[src/rtl/tt_compare_unit.sv]
module tt_compare_unit #(
  parameter int CNT_W  = 16,
  parameter int MBOX_N = 16,
  parameter int AW     = 12,
  parameter logic [AW-1:0] A_CMP0 = 12'h098,
  parameter logic [AW-1:0] A_CMP1 = 12'h09C,
  parameter logic [AW-1:0] A_CMP2 = 12'h0A0,
  parameter logic [AW-1:0] A_FLAG = 12'h0A4,
  parameter logic [AW-1:0] A_TMR  = 12'h0A8,
  parameter logic [AW-1:0] A_CYC  = 12'h0AC
) (
  input  logic              clk,
  input  logic              rst_n,
  input  logic              bus_sel,
  input  logic              bus_wr,
  input  logic [AW-1:0]     bus_addr,
  input  logic [CNT_W-1:0]  bus_wdata,
  output logic [CNT_W-1:0]  bus_rdata,
  input  logic              tmr_tick,
  input  logic              tmr_clr_en,
  input  logic              cyc_tick,
  input  logic              cyc_restart,
  input  logic              ctl_halted,
  input  logic [MBOX_N-1:0] tx_pending,
  output logic [2:0]        match_flags,
  output logic              txc_valid,
  output logic [MBOX_N-1:0] txc_mask,
  output logic [CNT_W-1:0]  timer_val,
  output logic [CNT_W-1:0]  cycle_val
);
  localparam int NCH = 3;
  localparam logic [AW-1:0] CMP_ADDR [NCH] = '{A_CMP0, A_CMP1, A_CMP2};

  logic [CNT_W-1:0]  cmp_q [NCH];
  logic [CNT_W-1:0]  timer_q, timer_d, cyc_q, cyc_d;
  logic              tmr_new_q, cyc_new_q;
  logic [NCH-1:0]    hit, flag_q, flag_clr;
  logic              wr_en, clr_tmr, fire;
  logic              txc_valid_q;
  logic [MBOX_N-1:0] txc_mask_q;

  assign wr_en    = bus_sel & bus_wr;
  assign flag_clr = (wr_en && bus_addr == A_FLAG) ? bus_wdata[NCH-1:0] : '0;

  assign hit[0]  = tmr_new_q && (timer_q == cmp_q[0]);
  assign hit[1]  = cyc_new_q && (cyc_q == cmp_q[1]);
  assign hit[2]  = cyc_new_q && (cyc_q == cmp_q[2]);
  assign clr_tmr = hit[0] & tmr_clr_en;
  assign fire    = hit[2] & ~ctl_halted;

  assign timer_d = clr_tmr ? '0 : (tmr_tick ? timer_q + 1'b1 : timer_q);
  assign cyc_d   = cyc_restart ? '0 : (cyc_tick ? cyc_q + 1'b1 : cyc_q);

  always_ff @(posedge clk) begin
    if (!rst_n) begin
      timer_q     <= '0;
      cyc_q       <= '0;
      tmr_new_q   <= 1'b0;
      cyc_new_q   <= 1'b0;
      flag_q      <= '0;
      txc_valid_q <= 1'b0;
      txc_mask_q  <= '0;
    end else begin
      timer_q     <= timer_d;
      cyc_q       <= cyc_d;
      tmr_new_q   <= timer_d != timer_q;
      cyc_new_q   <= cyc_d != cyc_q;
      flag_q      <= hit | (flag_q & ~flag_clr);
      txc_valid_q <= fire;
      txc_mask_q  <= fire ? tx_pending : '0;
    end
  end

  for (genvar k = 0; k < NCH; k++) begin : g_cmp
    always_ff @(posedge clk) begin
      if (!rst_n)                                cmp_q[k] <= '1;
      else if (wr_en && bus_addr == CMP_ADDR[k]) cmp_q[k] <= bus_wdata;
    end
  end

  always_comb begin
    bus_rdata = '0;
    case (bus_addr)
      A_CMP0:  bus_rdata = cmp_q[0];
      A_CMP1:  bus_rdata = cmp_q[1];
      A_CMP2:  bus_rdata = cmp_q[2];
      A_FLAG:  bus_rdata[NCH-1:0] = flag_q;
      A_TMR:   bus_rdata = timer_q;
      A_CYC:   bus_rdata = cyc_q;
      default: bus_rdata = '0;
    endcase
  end

  assign match_flags = flag_q;
  assign txc_valid   = txc_valid_q;
  assign txc_mask    = txc_mask_q;
  assign timer_val   = timer_q;
  assign cycle_val   = cyc_q;
endmodule

[config.mk]
export PLATFORM = sky130hd
export DESIGN_NAME = tt_compare_unit
export DESIGN_NICKNAME = d
export VERILOG_FILES = /design/src/rtl/tt_compare_unit.sv
export SDC_FILE = /design/constraint.sdc
export NUM_CORES = 1
export LEC_CHECK = 0
export BUFFER_PORTS_ARGS = -buffer_cell sky130_fd_sc_hd__buf_2
export CAP_MARGIN = 20
export CORE_UTILIZATION = 25
export CTS_BUF_LIST = sky130_fd_sc_hd__clkbuf_2 sky130_fd_sc_hd__clkbuf_4 sky130_fd_sc_hd__clkbuf_8
export DETAILED_ROUTE_END_ITERATION = 12
export PLACE_DENSITY = 0.45
export SLEW_MARGIN = 0
export SYNTH_ARGS = -nofsm -noshare
export SYNTH_HDL_FRONTEND = slang
export SYNTH_SLANG_ARGS = --single-unit
[constraint.sdc]
create_clock -name clk -period 3.6 [get_ports clk]
set_input_delay 0.18 -clock clk [delete_from_list [all_inputs] [get_ports clk]]
set_output_delay 0.18 -clock clk [all_outputs]
set_load 0.1 [all_outputs]
# [After elaboration in Yosys (flattened, before gate mapping)]
# Memory sizes are Yosys's and may differ from the RTL's.
# Cells that the tools add are included.
[word_totals] output_inout_bits=68 mem_count=1 ram_bits=48 regBits=54 input_bits=53 elab_cells=59
[mem_list] name="cmp_q" depth=3 word_bits=16 read_ports=3 rd_ports_with_merged_regs=0 wr=3 line="34" text="logic [CNT_W-1:0] cmp_q [NCH];"
[classes] bitwise_logic=10 n_reduce_logical=8 n_addsub=2 mux=20 n_eq_ne=11
[ops] op="2-to-1 mux 16 bit" count=7
[ops] op="== test 12 x 8 -> 1 bit, second input constant" count=6
[ops] op="case mux 13 bit (5 select lines)" count=1
[ops] op="== test 16 bit" count=3
[ops] op="adder 16 x 1 -> 16 bit, second input constant" count=2
[ops] op="inequality test 16 bit" count=2
[ops] op="case mux 3 bit (6 select lines)" count=1
[ops] op="2-to-1 mux 1 bit" count=10
[ops] op="logical AND 1 bit" count=7
[ops] op="bitwise AND 1 bit" count=3
[ops] op="bitwise AND 3 bit" count=1
[ops] op="2-to-1 mux 3 bit" count=1
[ops] op="inverter 3 bit" count=1
[ops] op="OR 1 bit" count=3
[ops] op="OR 3 bit" count=1
[ops] op="AND reduction 2 bit" count=1
[ops] op="inverter 1 bit" count=1

# [Longest topological paths before layout]
[depth] ltp_word=6 ltp_mapped=7 mapped_depth_nobuf=6

# [Worst setup path after synthesis]
# No wires, ideal clock.
[synth_timing] kind="register to output" from="register cyc_q[8], in the netlist cycle_val[8]" to="output port bus_rdata[8]" arrival_time_ns=2.913 setup_slack_ns=0.507 n_path_buf=1 required_time_ns=3.420 stages_incl_launch_ff=4 cell_sequence="dfxtp_1 > clkbuf_1 > a22oi_1 > o221ai_1"
[synth_between] elab_chain_cells=1
[synth_rtl] item="start: declaration" line="35" text="logic [CNT_W-1:0] timer_q, timer_d, cyc_q, cyc_d;"
[synth_rtl] item="start signal: assignment" line="65" text="cyc_q <= cyc_d;"
[synth_rtl] item="case mux 13 bit (5 select lines)" line="83" text="case (bus_addr)"
[synth_rtl] item="end: declaration" line="18" text="output logic [CNT_W-1:0] bus_rdata,"
# No other way between the ends.

# [Worst setup path in the final report]
[layout_timing] from="input port bus_addr[11]" to="output port bus_rdata[8]"
[layout_between] elab_chain_cells=2 word_cells_on_any_way=6 cone_classes="5 x eq/ne; 1 x mux"
[layout_rtl] item="start: declaration" line="16" text="input logic [AW-1:0] bus_addr,"
[layout_rtl] item="== test 12 x 8 -> 1 bit" line="83"
[layout_rtl] item="case mux 13 bit (5 select lines) *" line="83"
# Every way passes the cells marked *; elsewhere a longest branch is shown, timed or not.

==> out/qor.csv <==
stage,metric,value,unit
synth,Mean Syn Cell Area,10.1,µm²
clock_tree,post-cts gate resize count,0,
routing,routed wire length per instance,18.7,µm
routing,Via Count,4176,
place,HPWL after detailed placement,12800,µm
floorplan,die area,0.0217,mm²
grt,initial antenna violation count,1,
finish,diode count,0,
clock_tree,Inserted Clock Buffers,9,
grt,met1 usage,0.196,
timing,Rel. slew slack,0.333,
floorplan,Core Rows,52,
place,Port Buf Inserts,120,
power_and_ir_drop,total power,2.32,mW
routing,drt pass-1 iters,6,
grt,grt ovf,0,
synth,ranking of synthesized cells by area,"edfxtp_1 (27%), dfxtp_1 (21%), xor2_1 (8.0%)",
grt,Top Usage Layer GRT,met2,
synth,Syn Inst Count,522,
grt,Total GRT Usage,0.155,
timing,clock skew,0.0122,ns
clock_tree,Clock Path Buffers,2,
power_and_ir_drop,clock share of power,0.358,
synth,most frequent cell after synthesis,dfxtp_1,
floorplan,die width,147,µm
timing,pins over their slew limit,0,
job,max cap viols,0,
grt,vias in the first global route,4160,
routing,drt via density,4.65,
synth,"Net Count, Synth",577,
synth,sequential area share after synthesis,0.479,
finish,P&R area growth vs syn,21.4,%
synth,number of synthesized flops with an enable pin,48,
clock_tree,Root Driver,clkbuf_8,
power_and_ir_drop,Power Dens Cells,362,mW/mm²
floorplan,# IOs,121,
grt,largest net degree at the start of global routing,28,
synth,"top cells by count, synth","dfxtp_1 (54), edfxtp_1 (48), xor2_1 (48)",
status,status,finished clean,
floorplan,die height,147,µm
clock_tree,H-tree depth,3,
routing,Iteration-0 DRC Markers,182,
worst_hold_path,hold crit path type,primary input to register,
clock_tree,postcts setup bufs,0,
timing,final hold vios,0,
power_and_ir_drop,Seq pwr share,0.552,
finish,post-layout net count,678,
grt,first-pass GRT wire length,25100,µm
synth,"flops & latches, synth",102,
floorplan,Initial Utilization,0.258,
power_and_ir_drop,peak supply drop,0.000141,V
floorplan,core area,0.0204,mm²
power_and_ir_drop,Comb power frac,0.089,
synth,Synth cell types,49,
clock_tree,clk sinks,102,
clock_tree,cts hold-fix bufs,16,
grt,met2 usage,0.264,
power_and_ir_drop,Sw Share,0.250,
setup_path,peak fanout along the critical path,19,
power_and_ir_drop,P_int,1.74,mW
timing,setup TNS,0,ns
synth,Synth warnings,0,
power_and_ir_drop,P_leak,2.51,nW
routing,detailed-route DRC error count,0,
timing,RSZ-0062 raised after global routing,no,
synth,leading area contributor after synthesis,edfxtp_1,
power_and_ir_drop,Psw,580,µW
synth,asr flop ratio synth,0,
timing,period utilization,0.736,
setup_path,kind of critical path,primary input to output pin,
synth,Netlist Area Pre-Place,0.00527,mm²
synth,top cell type's share of synthesized area,0.273,
setup_path,Crit. End Element,output pin,
clock_tree,CTS tree,yes,
timing,Period minus WS final,2.65,ns
setup_path,Critical Path Start Type,primary input,
place,gpl congestion,0.831,
timing,worst-margin pin slew,0.997,ns
clock_tree,clk slew on worst S/H paths,0.10,ns
finish,share of cells above drive strength 1,0.239,
timing,FMAX,378,MHz
routing,"wirelength, routed",16800,µm
synth,top_reg_cell synth,dfxtp_1,
grt,met3 GRT Util,0.0208,
timing,Setup-failing EPs final,0,
setup_path,CP arrival,2.47,ns
clock_tree,"Clk Latency, worst-skew pair",0.38,ns
setup_path,WP data required,3.42,ns
routing,post-route ant nets,0,
[final cells by class]
class	count	area, µm²
clock buffers	10	138
clock inverters	6	83.8
fillers	2137	14000
inverters	3	11.3
multi-input cells	367	2510
flip-flops and latches	102	2520
well taps	270	338
repair buffers	140	791
[flip-flops by register name (all words and copies together), names as in the netlist]
| name | count |
|---|---|
| cmp_q | 48 |
| timer_val | 16 |
| txc_mask | 16 |
| txc_valid | 1 |
| tmr_new_q | 1 |
| match_flags | 3 |
| cycle_val | 16 |
| cyc_new_q | 1 |
[routing by layer]
metal / part of all wire / vias up
met2: 0.49 / 103
li1: - / 2027
met4: 0.025 / 2
met3: 0.039 / 24
met5: 0.00077 / -
met1: 0.44 / 2020
[power by group through the flow]
| stage | combinational, mW | sequential (mW) | clock [mW] |
|---|---|---|---|
| after CTS | 0.209 | 1.28 | 0.854 |
| after floorplan | 0.102 | 1.31 | 0 |
| after global placement | 0.195 | 1.31 | 0 |
| after detailed placement | 0.195 | 1.31 | 0 |
| after global routing | 0.224 | 1.28 | 0.899 |
| final | 0.207 | 1.28 | 0.830 |
[cell families after synthesis]
kind of cell | count (synthesis) | share of synthesized area
buffers and inverters | 53 | 0.0468
xor gates and xnor gates | 76 | 0.126
muxes | 22 | 0.0418
and+or+nand+nor | 221 | 0.236
DFF | 102 | 0.479
AOI/OAI and AO/OA | 46 | 0.0662
adders and majority gates | 2 | 0.00475
[layout by cell type (no fill, tap or decap), types with 18 or more instances in the layout]
master	synthesis	final
nand4_1	18	18
nand2_1	34	34
and2_1	18	18
buf_2	14	120
or3_1	18	18
xnor2_1	28	28
nand2b_1	33	33
xor2_1	48	48
nor2_1	46	46
mux2i_1	22	22
dfxtp_1	54	54
edfxtp_1	48	48
[final timing paths]
check                           slack (ns)                     from  cells past startpoint                         to
worst max-delay path                  0.95             bus_addr[11]                      7               bus_rdata[8]
worst min-delay path                  0.08               ctl_halted                      2       txc_valid$_SDFF_PN0_
worst max register to register        1.40  cycle_val[0]$_SDFF_PN0_                      5     txc_mask[9]$_SDFF_PN0_
worst min register to register        0.52     cyc_new_q$_SDFF_PN0_                      2  match_flags[1]$_SDFF_PN0_
[worst max-delay path: stages]
cell and delay (ns):
buf_2 0.11, nor4_4 0.41, nand3_4 0.31, nor3b_2 0.73, nand2_1 0.15, o221ai_1 0.11, buf_2 0.46
[per-stage QoR]
stage / cell area [µm²] / utilization / setup WS, ns / instances / hold WS, ns
6_report: 6400 / 0.313 / 0.952 / 898 / 0.0844
3_5_place_dp: 6020 / 0.295 / 0.985 / 866 / 0.384
2_1_floorplan: 5270 / - / 0.507 / 522 / 0.302
3_3_place_gp: 6020 / 0.295 / 1.16 / 866 / 0.380
4_1_cts: 6400 / 0.313 / 0.986 / 898 / 0.0645
5_1_grt: 6400 / 0.313 / 0.774 / 898 / 0.0684
Power figures use the tool's default switching activity.
